`src/rtl/sg_pkg.sv`:
```
package sg_pkg;
  typedef struct packed {
    logic pin_all;
    logic supply;
    logic boot;
    logic persist;
  } lock_src_t;
endpackage

```
`src/rtl/sg_sector_map.sv`:
```
module sg_sector_map #(
  parameter int BANK_W  = 4,
  parameter int SLOT_W  = 4,
  parameter int BIG_W   = 16,
  parameter int SMALL_W = 14,
  localparam int SW     = BANK_W + SLOT_W,
  localparam int AW     = SW + BIG_W,
  localparam int NBIG   = (1 << SW) - 1,
  localparam int NSMALL = 1 << (BIG_W - SMALL_W),
  localparam int NSECT  = NBIG + NSMALL,
  localparam int IW     = $clog2(NSECT)
) (
  input  logic [AW-1:0] addr,
  output logic [IW-1:0] sector,
  output logic          in_small,
  output logic          boot_top
);
  function automatic logic [IW-1:0] calc_sector(input logic [AW-1:0] a);
    logic [SW-1:0] slot;
    slot = a[AW-1:BIG_W];
    if (slot == {SW{1'b1}})
      return IW'(NBIG) + IW'(a[BIG_W-1:SMALL_W]);
    else
      return IW'(slot);
  endfunction

  logic unused_low;
  assign unused_low = ^addr[SMALL_W-1:0];

  assign sector   = calc_sector(addr);
  assign in_small = (addr[AW-1:BIG_W] == {SW{1'b1}});
  assign boot_top = (sector >= IW'(NSECT - 2));
endmodule

```
`src/rtl/sg_pw_latch.sv`:
```
module sg_pw_latch #(
  parameter int PW_W = 64
) (
  input  logic            clk,
  input  logic            rst_n,
  input  logic            pw_valid,
  input  logic [PW_W-1:0] pw_data,
  input  logic [PW_W-1:0] pw_stored,
  output logic            pw_hit,
  output logic            unlocked
);
  assign pw_hit = pw_valid && (pw_data == pw_stored);

  always_ff @(posedge clk or negedge rst_n) begin
    if (!rst_n)      unlocked <= 1'b0;
    else if (pw_hit) unlocked <= 1'b1;
  end

  p_hit_opens_r8: assert property (@(posedge clk) disable iff (!rst_n)
    pw_hit |=> unlocked);
  p_wrong_keeps_r9: assert property (@(posedge clk) disable iff (!rst_n)
    (pw_valid && (pw_data != pw_stored) && !unlocked) |=> !unlocked);
  p_sticky_r10: assert property (@(posedge clk) disable iff (!rst_n)
    unlocked |=> unlocked);
endmodule

```
`src/rtl/sg_lock_eval.sv`:
```
module sg_lock_eval
  import sg_pkg::*;
#(
  parameter int NSECT = 259,
  localparam int IW   = $clog2(NSECT)
) (
  input  logic [IW-1:0]    sector,
  input  logic             boot_top,
  input  logic [NSECT-1:0] ppb_bits,
  input  logic             wp_n,
  input  logic             acc_n,
  input  logic             low_vcc,
  input  logic             pw_mode,
  input  logic             unlocked,
  output logic             ppb_hit,
  output lock_src_t        src,
  output logic             allow
);
  assign ppb_hit = ppb_bits[sector];

  always_comb begin
    src.pin_all = !acc_n;
    src.supply  = low_vcc;
    src.boot    = !wp_n && boot_top;
    src.persist = ppb_hit && !(pw_mode && unlocked);
  end

  assign allow = (src == '0);
endmodule

```
`src/rtl/sector_guard.sv`:
```
module sector_guard
  import sg_pkg::*;
#(
  parameter int BANK_W  = 4,
  parameter int SLOT_W  = 4,
  parameter int BIG_W   = 16,
  parameter int SMALL_W = 14,
  parameter int PW_W    = 64,
  localparam int SW     = BANK_W + SLOT_W,
  localparam int AW     = SW + BIG_W,
  localparam int NSECT  = (1 << SW) - 1 + (1 << (BIG_W - SMALL_W)),
  localparam int IW     = $clog2(NSECT)
) (
  input  logic             clk,
  input  logic             rst_n,
  input  logic             req_valid,
  input  logic             req_erase,
  input  logic [AW-1:0]    req_addr,
  input  logic             wp_n,
  input  logic             acc_n,
  input  logic             low_vcc,
  input  logic [NSECT-1:0] ppb_bits,
  input  logic             pw_mode,
  input  logic             pw_valid,
  input  logic [PW_W-1:0]  pw_data,
  input  logic [PW_W-1:0]  pw_stored,
  output logic             rsp_valid,
  output logic             rsp_allow,
  output logic [IW-1:0]    rsp_sector,
  output logic             rsp_erase
);
  logic [IW-1:0] map_sector;
  logic          map_small;
  logic          map_boot;
  logic          pw_hit;
  logic          pw_unlocked;
  logic          ppb_hit;
  lock_src_t     lock_src;
  logic          verdict;

  sg_sector_map #(
    .BANK_W(BANK_W), .SLOT_W(SLOT_W), .BIG_W(BIG_W), .SMALL_W(SMALL_W)
  ) u_map (
    .addr(req_addr), .sector(map_sector), .in_small(map_small), .boot_top(map_boot)
  );

  sg_pw_latch #(.PW_W(PW_W)) u_pw (
    .clk(clk), .rst_n(rst_n), .pw_valid(pw_valid), .pw_data(pw_data),
    .pw_stored(pw_stored), .pw_hit(pw_hit), .unlocked(pw_unlocked)
  );

  sg_lock_eval #(.NSECT(NSECT)) u_eval (
    .sector(map_sector), .boot_top(map_boot), .ppb_bits(ppb_bits),
    .wp_n(wp_n), .acc_n(acc_n), .low_vcc(low_vcc), .pw_mode(pw_mode),
    .unlocked(pw_unlocked), .ppb_hit(ppb_hit), .src(lock_src), .allow(verdict)
  );

  always_ff @(posedge clk or negedge rst_n) begin
    if (!rst_n) begin
      rsp_valid  <= 1'b0;
      rsp_allow  <= 1'b0;
      rsp_sector <= '0;
      rsp_erase  <= 1'b0;
    end else begin
      rsp_valid  <= req_valid;
      rsp_allow  <= req_valid && verdict;
      rsp_sector <= map_sector;
      rsp_erase  <= req_erase;
    end
  end

  p_resp_follows_r3: assert property (@(posedge clk) disable iff (!rst_n)
    req_valid |=> rsp_valid);
  p_idle_quiet_r3: assert property (@(posedge clk) disable iff (!rst_n)
    !req_valid |=> (!rsp_valid && !rsp_allow));
  p_range_r1: assert property (@(posedge clk) disable iff (!rst_n)
    rsp_valid |-> (rsp_sector < IW'(NSECT)));
  p_small_top_r2: assert property (@(posedge clk) disable iff (!rst_n)
    (req_valid && !map_small) |=> (rsp_sector < IW'((1 << SW) - 1)));
  p_acc_deny_r4: assert property (@(posedge clk) disable iff (!rst_n)
    (req_valid && !acc_n) |=> !rsp_allow);
  p_supply_deny_r5: assert property (@(posedge clk) disable iff (!rst_n)
    (req_valid && low_vcc) |=> !rsp_allow);
  p_boot_deny_r6: assert property (@(posedge clk) disable iff (!rst_n)
    (req_valid && !wp_n && map_boot) |=> !rsp_allow);
  p_ppb_deny_r7: assert property (@(posedge clk) disable iff (!rst_n)
    (req_valid && ppb_hit && !pw_mode) |=> !rsp_allow);
  p_same_cycle_r12: assert property (@(posedge clk) disable iff (!rst_n)
    (req_valid && pw_mode && ppb_hit && !pw_unlocked) |=> !rsp_allow);
  p_kind_echo_r11: assert property (@(posedge clk) disable iff (!rst_n)
    req_valid |=> (rsp_erase == $past(req_erase)));
endmodule

```
`config.mk`:
```
export PLATFORM = sky130hd
export DESIGN_NAME = sector_guard
export DESIGN_NICKNAME = d
export VERILOG_FILES = /design/src/rtl/sg_pkg.sv /design/src/rtl/sg_sector_map.sv /design/src/rtl/sg_pw_latch.sv /design/src/rtl/sg_lock_eval.sv /design/src/rtl/sector_guard.sv
export SDC_FILE = /design/constraint.sdc
export NUM_CORES = 1
export LEC_CHECK = 0
export ABC_AREA = 1
export BUFFER_PORTS_ARGS = -buffer_cell sky130_fd_sc_hd__clkbuf_2
export CAP_MARGIN = 20
export CORE_AREA = 2 2 167 169
export DETAILED_ROUTE_END_ITERATION = 10
export DIE_AREA = 0 0 169 171
export GPL_TIMING_DRIVEN = 0
export PLACE_DENSITY_LB_ADDON = 0.08
export SYNTH_ARGS = -nofsm -noshare
export SYNTH_HDL_FRONTEND = slang
export SYNTH_HIERARCHICAL = 1
export SYNTH_SLANG_ARGS = --single-unit
```
`constraint.sdc`:
```
create_clock -name clk -period 0.9 [get_ports clk]
set_input_delay 0.09 -clock clk [delete_from_list [all_inputs] [get_ports clk]]
set_output_delay 0.09 -clock clk [all_outputs]
set_load 0.01 [all_outputs]
```
### Yosys cells after proc, flatten, opt, wreduce, memory -nomap -nowiden

Index checks and enable logic that the tools add are counted.
W data, S select, Z words.

| operators by class | value |
|---|---|
| $lt $le $gt $ge | 2 |
| reductions and logical operators | 9 |
| eq/ne operators | 2 |
| mux-type cells | 3 |
| add/subtract/negate cells | 1 |

Operators by type and width:

| cell | number |
|---|---|
| $eq A64 B64 Y1 | 1 |
| $lt A9 B10 Y1 const B | 1 |
| $add A8 B2 Y9 const A | 1 |
| $bmux W1 S9 | 1 |
| $ge A9 B9 Y1 const B | 1 |
| $mux W9 | 1 |
| $eq A8 B8 Y1 const B | 1 |
| $logic_and A1 B1 Y1 | 5 |
| $logic_not A4 Y1 | 1 |
| $logic_not A1 Y1 | 3 |
| $mux W1 | 1 |

| storage, ports and cells | value |
|---|---|
| word-level logic and storage cells | 22 |
| output and inout port bits | 12 |
| input bits | 420 |
| bits in registers | 13 |

### Depth between registers and ports, before layout

Gate-level depths: netlist of the first run.

| logic depth | value |
|---|---|
| depth after elaboration | 7 |
| gate-level depth with buffers | 25 |
| mapped depth without buffers | 23 |

### Hierarchy

The synthesis of the first run kept the hierarchy.

Modules (own cells, without submodules):

| module | seq. area each (sq um) | cells each | area each (sq um) | instances |
|---|---|---|---|---|
| sg_lock_eval | 0.0 | 656 | 2803.9 | 1 |
| sg_pw_latch | 25.0 | 401 | 1684.1 | 1 |
| sector_guard | 300.3 | 14 | 307.8 | 1 |
| sg_sector_map | 0.0 | 35 | 167.7 | 1 |

### Worst setup path after synthesis of the first run

Ideal clock, no wire load.

| timing path | value |
|---|---|
| kind | in2reg |
| start point | in req_addr[19] |
| end point | reg rsp_allow |
| stages | 23 |
| buffers on the path | 2 |
| data required time | 0.787 ns |
| setup time | 0.113 ns |
| data arrival time | 1.937 ns |
| slack | -1.150 ns |
| cell sequence | nand2_1 -> nor2_2 -> nand2_2 -> nor2_4 -> nor2_1 -> buf_2 -> inv_1 -> clkbuf_1 -> nand3_1 -> nand2_1 -> nand2_1 -> nand2_1 -> inv_1 -> nand2_1 -> nand2_1 -> nand3_1 -> nand2_1 -> nand2_1 -> nand3_1 -> nand2_1 -> a21oi_1 -> nand2_1 -> inv_1 |

| between the ends | value |
|---|---|
| longest elaborated chain between the ends | 7 |
| elaborated cells on any way between the ends | 9 |
| those cells by class | order compare: 1; eq/ne: 1; mux: 3; reduce/logical: 4 |

Ends and longest elaborated chain:

| what | RTL line | RTL |
|---|---|---|
| start, declared | sector_guard.sv:18 | `input logic [AW-1:0] req_addr,` |
| $eq A8 B8 Y1 | sg_sector_map.sv:21 | `if (slot == {SW{1'b1}})` |
| $mux W9 | sg_sector_map.sv:21 |  |
| via map_sector[8] | sector_guard.sv:32 | `logic [IW-1:0] map_sector;` |
| $bmux W1 S9 | sg_lock_eval.sv:19 | `assign ppb_hit = ppb_bits[sector];` |
| $mux W1 (not written as such) | sg_lock_eval.sv:19 |  |
| via ppb_hit | sector_guard.sv:37 | `logic ppb_hit;` |
| $logic_and A1 B1 Y1 | sg_lock_eval.sv:25 | `src.persist = ppb_hit && !(pw_mode && unlocked);` |
| $logic_not A4 Y1 | sg_lock_eval.sv:28 | `assign allow = (src == '0);` |
| via verdict | sector_guard.sv:39 | `logic verdict;` |
| $logic_and A1 B1 Y1 | sector_guard.sv:66 | `rsp_allow <= req_valid && verdict;` |
| end signal, assigned | sector_guard.sv:66 |  |
| end, declared | sector_guard.sv:28 | `output logic rsp_allow,` |

The timed path passes the listed nets, and every way through them passes these cells. The select of a mux whose other input is x is not followed.
A chain may end at the register's enable or synchronous reset.

### Worst setup path after layout of the first run

| timing path | value |
|---|---|
| start point | in req_addr[14] |
| end point | reg rsp_allow |

| between the ends | value |
|---|---|
| longest elaborated chain between the ends | 7 |
| elaborated cells on any way between the ends | 9 |
| those cells by class | add/sub: 1; order compare: 1; mux: 3; reduce/logical: 4 |

Ends and longest elaborated chain:

| what | RTL line | RTL |
|---|---|---|
| $add A8 B2 Y9 | sg_sector_map.sv:22 | `return IW'(NBIG) + IW'(a[BIG_W-1:SMALL_W]);` |
| $mux W9 | sg_sector_map.sv:21 |  |
| via map_sector[1] | sector_guard.sv:32 |  |
| $bmux W1 S9 | sg_lock_eval.sv:19 |  |
| $mux W1 (not written as such) | sg_lock_eval.sv:19 |  |
| via ppb_hit | sector_guard.sv:37 |  |
| $logic_and A1 B1 Y1 | sg_lock_eval.sv:25 |  |
| $logic_not A4 Y1 | sg_lock_eval.sv:28 |  |
| via verdict | sector_guard.sv:39 |  |
| $logic_and A1 B1 Y1 | sector_guard.sv:66 |  |

The timed path passes the listed nets, and every way through them passes these cells. The select of a mux whose other input is x is not followed.

==> run_results.csv, run 1 <==
group,metric,value,unit
drt,drt_iter0_markers,322,
run,drv_cap,0,
floorplanning,die_w,169,um
floorplanning,die_h,171,um
layout,final_common_cell,"nand2_1",
yosys,yosys_warnings,6,
drt,route.vias.total,7750,
grt,grt_pass1_vias,7611,
drt,drtAntennaViolNets,0,
sta,fin_skew,0.000936,ns
worst_setup_path,r2r_start,"u_pw/unlocked$_DFFE_PN0P_",
layout,nFillCells,3282,
floorplanning,ioPinCount,432,
power_and_ir_drop,powerDensity,606,mW/mm2
grt,track_usage,19.7,%
sta,max-slew-margin-rel,77.3,%
sta,fin_ws,-1.18,ns
clocking,insertion_delay,0.24,ns
placed_design,io_buffers,417,
placed_design,place_congestion,0.826,
layout,final_cell_mix,"nand2_1 (442), clkbuf_2 (403), nand3_1 (160), inv_1 (134), nor2_1 (89)",
clocking,cts_buffer_depth,2,
worst_setup_path,worstPathArrival,2.26,ns
layout,syn2layout_area_growth,80.4,%
layout,finish.utilization,30.2,%
power_and_ir_drop,p_sw_share,41.5,%
floorplanning,die-area,0.0289,mm2
floorplanning,initial_core_util,16.7,%
grt,grt_max_degree,14,
power_and_ir_drop,p_switching,2.08,mW
run_status,violations,"setup timing",
sta,finalSetupViolations,1,
yosys,synth_area,0.00458,mm2
worst_setup_path,cp-startpoint,"req_addr[14]",
worst_setup_path,required,1.08,ns
yosys,syn_avg_cell_area,4.47,um2
worst_setup_path,worstSetupEndpointType,"flip-flop",
power_and_ir_drop,combPwrFrac,71.3,%
power_and_ir_drop,p_leak,5.10,nW
drt,drc,0,
sta,rsz0062_at_grt,"true",
placed_design,place_hpwl,25200,um
sta,fin_tns_setup,-1.18,ns
drt,viasPerCell,4.25,
power_and_ir_drop,intPower,2.92,mW
clocking,clkTransAtPathRegs,0.04,ns
floorplanning,rows,61,
floorplanning,core-area,0.0273,mm2
worst_setup_path,critical_path_class,"input port to flip-flop",
sta,worst_pin_slew,0.340,ns
sta,fmax,0.480,GHz
clocking,cts-root-buf,"clkbuf_16",
sta,hold_viol_final,0,
worst_hold_path,hold_class,"input port to flip-flop",
clocking,cts_tree,"built",
drt,wirelength,30300,um
sta,finalMaxSlewViolations,0,
clocking,cts-buffers-inserted,3,
grt,grt_first_pass_wirelength,43500,um
yosys,synth_cells,1024,
power_and_ir_drop,pwr-share-seq,12.4,%
layout,layout-drive-gt1-share,39.3,%
worst_setup_path,rr_endpoint,"rsp_allow$_DFF_PN0_",
grt,grt-ovfl-total,0,
sta,min_period_over_period,231,%
drt,post_drt_wl_per_cell,16.6,um
layout,final_nets,1897,
power_and_ir_drop,fin_total_pwr,5.00,mW
grt,antenna_found_initial,3,
power_and_ir_drop,clkPwrFrac,16.3,%
power_and_ir_drop,vdd_ir_drop_max,0.475,mV
clocking,htree_num_levels,1,
worst_setup_path,crit_end,"rsp_allow$_DFF_PN0_",
worst_setup_path,r2r_cells,4,
sta,hold_slack,0.00153,ns
yosys,syn_nets,1445,
worst_setup_path,cp-start-kind,"input port",
sta,period_needed,2.08,ns
drt,dr.pass1.iters,6,
worst_setup_path,critPathMaxFanout,6,
run_status,outcome,"finished, violations left",
worst_setup_path,r2r_slack,0.16,ns
clocking,clock-sinks,13,
[metal layers]
metal / track usage [%] / share of wire (%) / wire [um] / vias up
li1: - / - / - / 4035
met1: 23.6 / 42 / 12600 / 3377
met2: 36.6 / 50 / 15000 / 306
met3: 4.02 / 7.1 / 2140 / 28
met4: 3.53 / 1.7 / 505 / 4
met5: 0 / 0.11 / 33 / -
[registers in the layout, summed over array words and instances (netlist names)]
register       cells
rsp_allow          1
rsp_erase          1
rsp_sector         9
rsp_valid          1
u_pw/unlocked      1
[how the worst min path moves through the flow]
stage | start | endpoint | slack (ns) | cells after the start
6_report | req_valid | rsp_valid$_DFF_PN0_ | 0.002 | 1
5_1_grt | req_valid | rsp_valid$_DFF_PN0_ | 0.01 | 1
4_1_cts | req_valid | rsp_valid$_DFF_PN0_ | 0.01 | 1
3_5_place_dp | rst_n | rsp_allow$_DFF_PN0_ | 0.02 | 1
3_3_place_gp | rst_n | rsp_allow$_DFF_PN0_ | 0.02 | 1
2_1_floorplan | rst_n | rsp_allow$_DFF_PN0_ | -0.21 | 0
[through the flow]
stage,std cells,area [um2],worst slack [ns]
2_1_floorplan,1024,4770,-0.932
3_3_place_gp,1787,7290,-1.97
3_5_place_dp,1787,7290,-1.90
4_1_cts,1817,8050,-1.18
5_1_grt,1822,8250,-1.38
6_report,1822,8250,-1.18
[what timing repair did]
item | 4_1_cts | 5_1_grt
hold endpoints to repair | 14 | 0
resized for setup | 112 | 59
pin swaps | 41 | 35
buffers inserted | 20 | 3
gates cloned | 4 | 1
hold buffers | 2 | 0
endpoints found under the setup margin | 2 | 3
[layout make-up]
class,count,area [um2],area share [%]
Tap cell,346,433,5.24
Multi-Input combinational cell,808,3660,44.4
Sequential cell,13,325,3.94
Inverter,152,606,7.34
Timing Repair Buffer,447,2510,30.4
Antenna cell,1,2.50,0.0303
Buffer,51,634,7.69
Clock buffer,4,78.8,0.955
[worst max-delay path, cell delays in order]
cell and delay [ns]:
clkbuf_2 0.10, inv_2 0.04, ha_4 0.25, nand3_2 0.05
nand2_2 0.10, inv_4 0.06, buf_6 0.12, inv_8 0.07
buf_12 0.15, clkbuf_16 0.15, nand3_1 0.07, nand3_1 0.09
nand3_2 0.10, nand3_2 0.09, nand2_1 0.05, nand2_1 0.08
nand3_2 0.10, nand2_1 0.09, nand2_1 0.06, nand3_2 0.07
nand2_2 0.06, a21oi_2 0.11, nand2_1 0.05, inv_1 0.04
[power by group through the flow]
stage | sequential (mW) | combinational (mW) | clock (mW)
2_1_floorplan | 0.641 | 1.54 | 0
3_3_place_gp | 0.626 | 3.12 | 0
3_5_place_dp | 0.626 | 3.13 | 0
4_1_cts | 0.620 | 3.50 | 0.845
5_1_grt | 0.621 | 3.98 | 0.882
6_report | 0.620 | 3.57 | 0.815
Power figures use the tool's default switching activity.
==> run 2: changes to the inputs <==
--- a/config.mk
+++ b/config.mk
@@ -8,9 +8,9 @@
 export ABC_AREA = 1
 export BUFFER_PORTS_ARGS = -buffer_cell sky130_fd_sc_hd__clkbuf_2
 export CAP_MARGIN = 20
-export CORE_AREA = 2 2 167 169
+export CORE_AREA = 2 2 166 168
 export DETAILED_ROUTE_END_ITERATION = 10
-export DIE_AREA = 0 0 169 171
+export DIE_AREA = 0 0 168 170
 export GPL_TIMING_DRIVEN = 0
 export PLACE_DENSITY_LB_ADDON = 0.08
 export SYNTH_ARGS = -nofsm -noshare
==> run 2 against run 1 <==
The run still ends with setup timing left; core utilization is 0.35 points higher; highest routed layer unchanged; combinational power is 2% lower; fmax is 1.3% lower; non-clock buffer count is 4 lower; worst hold slack better by 0.13 ns; sequential share of layout area is 0.053 points higher; die area is 1.2% lower; via count is 1.9% lower; clock power is 5.0% higher.
==> run_results.csv, run 2 (synthesis gave the netlist of run 1 again) <==
group,metric,value,unit
run,drv_cap,0,
grt,antenna_found_initial,2,
worst_setup_path,required,1.03,ns
run_status,violations,"setup timing",
clocking,cts-buffers-inserted,3,
worst_hold_path,hold_class,"input port to flip-flop",
layout,final_common_cell,"nand2_1",
layout,largest_register,"rsp_sector",
clocking,insertion_delay,0.24,ns
sta,finalMaxSlewViolations,0,
worst_setup_path,worstSetupEndpointType,"flip-flop",
floorplanning,rows,60,
layout,multi_input_area,0.00365,mm2
clocking,htree_num_levels,1,
clocking,clkTransAtPathRegs,0.05,ns
drt,wirelength,29400,um
clocking,cts_buffer_depth,2,
drt,dr.pass1.iters,5,
drt,post_drt_wl_per_cell,16.2,um
drt,drc,0,
floorplanning,initial_core_util,17.2,%
floorplanning,die-area,0.0286,mm2
placed_design,io_buffers,417,
power_and_ir_drop,powerDensity,612,mW/mm2
layout,final_nets,1893,
worst_setup_path,cp_slowest_cell,"clkbuf_4",
floorplanning,die_h,170,um
worst_setup_path,critical_path_class,"input port to flip-flop",
sta,fin_skew,0.00461,ns
worst_setup_path,max_stage_delay,0.14,ns
grt,grt_max_degree,14,
layout,final_area,0.00814,mm2
placed_design,place_congestion,0.869,
run_status,outcome,"finished, violations left",
clocking,cts_tree,"built",
floorplanning,ioPinCount,432,
clocking,cts-root-buf,"clkbuf_16",
worst_setup_path,cp-start-kind,"input port",
placed_design,dp.cells,1782,
layout,syn2layout_area_growth,78.0,%
drt,viasPerCell,4.19,
layout,layout.cells.non_filler,1813,
sta,rsz0062_at_grt,"true",
power_and_ir_drop,vdd_ir_drop_max,0.425,mV
sta,fin_tns_setup,-1.21,ns
sta,worst_pin_slew,0.428,ns
grt,grt_pass1_vias,7445,
layout,nFillCells,3225,
sta,max-slew-margin-rel,71.4,%
worst_setup_path,critPathMaxFanout,8,
grt,grt-ovfl-total,0,
layout,final_cell_mix,"nand2_1 (438), clkbuf_2 (413), nand3_1 (161), inv_1 (141), nor2_1 (95)",
sta,min_period_over_period,234,%
drt,drt_iter0_markers,341,
grt,grt_first_pass_wirelength,42900,um
floorplanning,core-area,0.0267,mm2
drt,route.vias.total,7603,
sta,hold_slack,0.128,ns
floorplanning,die_w,168,um
power_and_ir_drop,p_leak,5.08,nW
worst_setup_path,worstPathArrival,2.24,ns
clocking,clock-sinks,13,
layout,largest_reg_flops,9,
power_and_ir_drop,fin_total_pwr,4.99,mW
sta,hold_viol_final,0,
drt,drtAntennaViolNets,0,
layout,layout-drive-gt1-share,38.3,%
sta,fmax,0.474,GHz
worst_setup_path,path_common_cell,"nand2_1",
placed_design,place_hpwl,25000,um
placed_design,post_dp_cell_area,0.00728,mm2
sta,fin_ws,-1.21,ns
grt,track_usage,19.5,%
sta,period_needed,2.11,ns
sta,finalSetupViolations,1,
layout,regArea,325,um2
run 2: changes by cell type in the layout (fill, tap and decap cells not counted), moves of 4 or more:
cell and delta:
buf_6 -11, clkbuf_2 +10, inv_1 +7, inv_2 -7, nor2_1 +6, nor2_2 -6
nand2_1 -4
run 2: final cells by class:
type / count / share of cell area [%]
inverters: 152 / 7.56
repair buffers: 443 / 30.0
flip-flops and latches: 13 / 3.99
plain buffers: 51 / 7.39
multi-input cells: 808 / 44.8
clock buffers: 4 / 0.968
well taps: 341 / 5.24
diodes: 1 / 0.0307
run 2: path summary, 6_finish.rpt:
check,slack (ns),cells past startpoint,startpoint,endpoint
setup / recovery,-1.21,26,req_addr[17],rsp_allow$_DFF_PN0_
hold / removal,0.13,3,req_addr[23],rsp_sector[7]$_DFF_PN0_
setup reg to reg,0.14,4,u_pw/unlocked$_DFFE_PN0P_,rsp_allow$_DFF_PN0_
hold reg to reg,0.48,2,u_pw/unlocked$_DFFE_PN0P_,u_pw/unlocked$_DFFE_PN0P_
max in group asynchronous,0.34,2,rst_n,rsp_sector[8]$_DFF_PN0_
min in group asynchronous,0.29,2,rst_n,rsp_sector[1]$_DFF_PN0_
run 2: power breakdown:
| part | switching, mW | internal (mW) |
|---|---|---|
| sequential | 0.00714 | 0.611 |
| clock | 0.258 | 0.599 |
| combinational | 1.83 | 1.68 |
| total | 2.10 | 2.89 |
run 2: through the flow:
stage               worst slack, ns  util (%)
floorplan                    -0.932         -
global route                  -1.42      30.5
CTS                           -1.18      30.1
detailed placement            -1.92      27.3
global placement              -1.89      27.3
finish                        -1.21      30.6
run 2: timing repair:
action                                  in CTS  in global routing
endpoints found under the setup margin       2                  3
hold buffers                                 3                  0
cloned                                       6                  0
hold endpoints to repair                    15                  0
pin swaps                                   28                 13
setup buffers                               16                  1
resized for setup                          109                 35
run 2: metal layers:
layer  part of all wire [%]  routed length, um  global-route usage, %
met5                  0.044                 13                      0
met4                    1.4                418                   3.21
met3                    6.7               1960                   3.67
met2                     50              14600                   36.3
met1                     42              12400                   23.6
run 2: critical path, delay by kind of cell:
family | cells | cell delay [ns]
AOI/OAI and AO/OA | 1 | 0.06
buffers and inverters | 6 | 0.59
and+or+nand+nor | 19 | 1.50
==> run 3: changes to the inputs <==
--- a/config.mk
+++ b/config.mk
@@ -13,6 +13,7 @@
 export DIE_AREA = 0 0 168 170
 export GPL_TIMING_DRIVEN = 0
 export PLACE_DENSITY_LB_ADDON = 0.08
+export SETUP_SLACK_MARGIN = 0.4
 export SYNTH_ARGS = -nofsm -noshare
 export SYNTH_HDL_FRONTEND = slang
 export SYNTH_HIERARCHICAL = 1
==> run 3 against run 2 <==
The flow finishes with violations (hold timing, setup timing); global-route usage up 0.28 points; core utilization up 1.7 points; clock-buffer cell count unchanged; clock skew fell by 0.0041 ns; sequential share of layout area decreased by 0.21 points; sequential power rose by 0.6%; die area is the same; critical endpoint unchanged; largest cell class unchanged; largest power group unchanged.
==> run_results.csv, run 3 (synthesis gave the netlist of run 1 again) <==
group,metric,value,unit
drt,viasPerCell,4.25,
worst_setup_path,cp-start-kind,"input port",
grt,antenna_found_initial,0,
layout,final_area,0.00859,mm2
worst_setup_path,critical_path_class,"input port to flip-flop",
clocking,clock-sinks,13,
sta,finalSetupViolations,5,
floorplanning,rows,60,
clocking,clkTransAtPathRegs,0.05,ns
run,drv_cap,0,
drt,post_drt_wl_per_cell,16.3,um
sta,fin_ws,-1.18,ns
grt,track_usage,19.8,%
sta,rsz0062_at_grt,"true",
worst_setup_path,max_stage_delay,0.17,ns
sta,fin_skew,0.000519,ns
grt,grt-ovfl-total,0,
sta,min_period_over_period,231,%
layout,final_common_cell,"nand2_1",
drt,drtAntennaViolNets,0,
clocking,cts_tree,"built",
sta,max-slew-margin-rel,72.6,%
layout,num_antenna_cells,0,
clocking,htree_num_levels,1,
worst_setup_path,cp_slowest_cell,"nor2_4",
grt,grt_max_degree,14,
power_and_ir_drop,vdd_ir_drop_max,0.497,mV
worst_setup_path,worstSetupEndpointType,"flip-flop",
layout,final_cell_mix,"nand2_1 (437), clkbuf_2 (394), nand3_1 (164), inv_1 (138), nor2_1 (84)",
drt,wirelength,29900,um
sta,fmax,0.480,GHz
worst_setup_path,path_cells,"buf_12 > nand2_8 > nor2_4 > nand3_2 > nand2_4 > inv_8 > buf_12 > buf_4 > nand2_1 > nand3_1 > nand3_1 > nand2_1 > nand2_1 > nand3_1 > a21oi_1 > nand2_1 > nand2_2 > nand2_2 > nand3_2 > nand2_2 > a21oi_2 > nand2_1 > inv_1",
run_status,outcome,"finished, violations left",
clocking,cts-root-buf,"clkbuf_16",
floorplanning,die-area,0.0286,mm2
clocking,cts_buffer_depth,2,
layout,final_nets,1910,
power_and_ir_drop,p_leak,5.24,nW
worst_setup_path,cp_top_family,"simple AND/OR/NAND/NOR gates",
worst_setup_path,r2r_cells,4,
drt,dr.pass1.iters,5,
placed_design,dp.cells,1782,
worst_setup_path,crit_buf_inv,5,
floorplanning,die_h,170,um
placed_design,io_buffers,417,
placed_design,post_dp_cell_area,0.00733,mm2
layout,largest_register,"rsp_sector",
worst_setup_path,cp.depth,23,
layout,layout.cells.non_filler,1829,
worst_setup_path,required,1.08,ns
sta,worst_pin_slew,0.411,ns
placed_design,place_hpwl,25100,um
grt,grt_pass1_vias,7560,
sta,finalMaxSlewViolations,0,
clocking,cts-buffers-inserted,3,
power_and_ir_drop,powerDensity,601,mW/mm2
clocking,insertion_delay,0.24,ns
layout,layout-drive-gt1-share,40.3,%
placed_design,pre_cts_slack,-1.92,ns
drt,drc,0,
worst_hold_path,hold_class,"input port to asynchronous set/reset pin",
drt,drt_iter0_markers,468,
layout,syn2layout_area_growth,87.7,%
drt,route.vias.total,7770,
floorplanning,die_w,168,um
floorplanning,initial_core_util,17.2,%
grt,grt_first_pass_wirelength,43300,um
sta,hold_slack,-0.231,ns
sta,hold_viol_final,15,
layout,largest_reg_flops,9,
floorplanning,core-area,0.0267,mm2
placed_design,place_congestion,0.817,
run_status,violations,"hold timing, setup timing",
worst_setup_path,critPathMaxFanout,10,
sta,period_needed,2.08,ns
floorplanning,ioPinCount,432,
power_and_ir_drop,fin_total_pwr,5.16,mW
worst_setup_path,worstPathArrival,2.27,ns
worst_setup_path,path_common_cell,"nand2_1",
run 3: area by class of cell:
type	instances	area [um2]
plain buffers	51	652
clock buffers	4	78.8
fillers	3183	18100
inverters	152	621
multi-input cells	808	3750
flip-flops and latches	13	325
well taps	341	427
repair buffers	460	2730
run 3: where the power goes:
| group | internal [mW] | switching (mW) | leakage (nW) |
|---|---|---|---|
| sequential | 0.611 | 0.0107 | 0.153 |
| clock | 0.598 | 0.247 | 0.0382 |
| combinational | 1.81 | 1.89 | 5.05 |
| total | 3.02 | 2.15 | 5.24 |
run 3: worst paths after layout:
| kind | endpoint | slack (ns) | start |
|---|---|---|---|
| setup / recovery | rsp_allow$_DFF_PN0_ | -1.18 | req_addr[16] |
| setup reg to reg | rsp_allow$_DFF_PN0_ | 0.12 | u_pw/unlocked$_DFFE_PN0P_ |
| hold reg to reg | u_pw/unlocked$_DFFE_PN0P_ | 0.53 | u_pw/unlocked$_DFFE_PN0P_ |
| min in group clk | rsp_erase$_DFF_PN0_ | -0.05 | req_erase |
| hold / removal | rsp_erase$_DFF_PN0_ | -0.23 | rst_n |
| max in group asynchronous | rsp_sector[3]$_DFF_PN0_ | 0.83 | rst_n |
run 3: stage by stage:
step	TNS, ns	hold slack (ns)	utilization, %
3_3_place_gp	-2.83	0.0437	27.5
3_5_place_dp	-2.93	0.0686	27.5
6_report	-1.75	-0.231	32.2
4_1_cts	-1.53	-0.204	31.3
2_1_floorplan	-0.931	-0.206	-
5_1_grt	-2.10	-0.199	32.2
run 3: per-layer routing:
metal	GRT usage, %	wire length, um	up-vias
met5	0	0	-
met4	3.02	453	0
met3	3.60	2000	24
met2	38.4	15400	299
met1	22.9	12000	3381
li1	-	-	4066
run 3: timing repair:
| item | CTS | global route |
|---|---|---|
| hold endpoints to repair | 15 | 15 |
| cloned | 3 | 0 |
| endpoints found under the setup margin | 23 | 23 |
| buffers inserted | 32 | 8 |
| resized for setup | 161 | 61 |
| pin swaps | 25 | 33 |
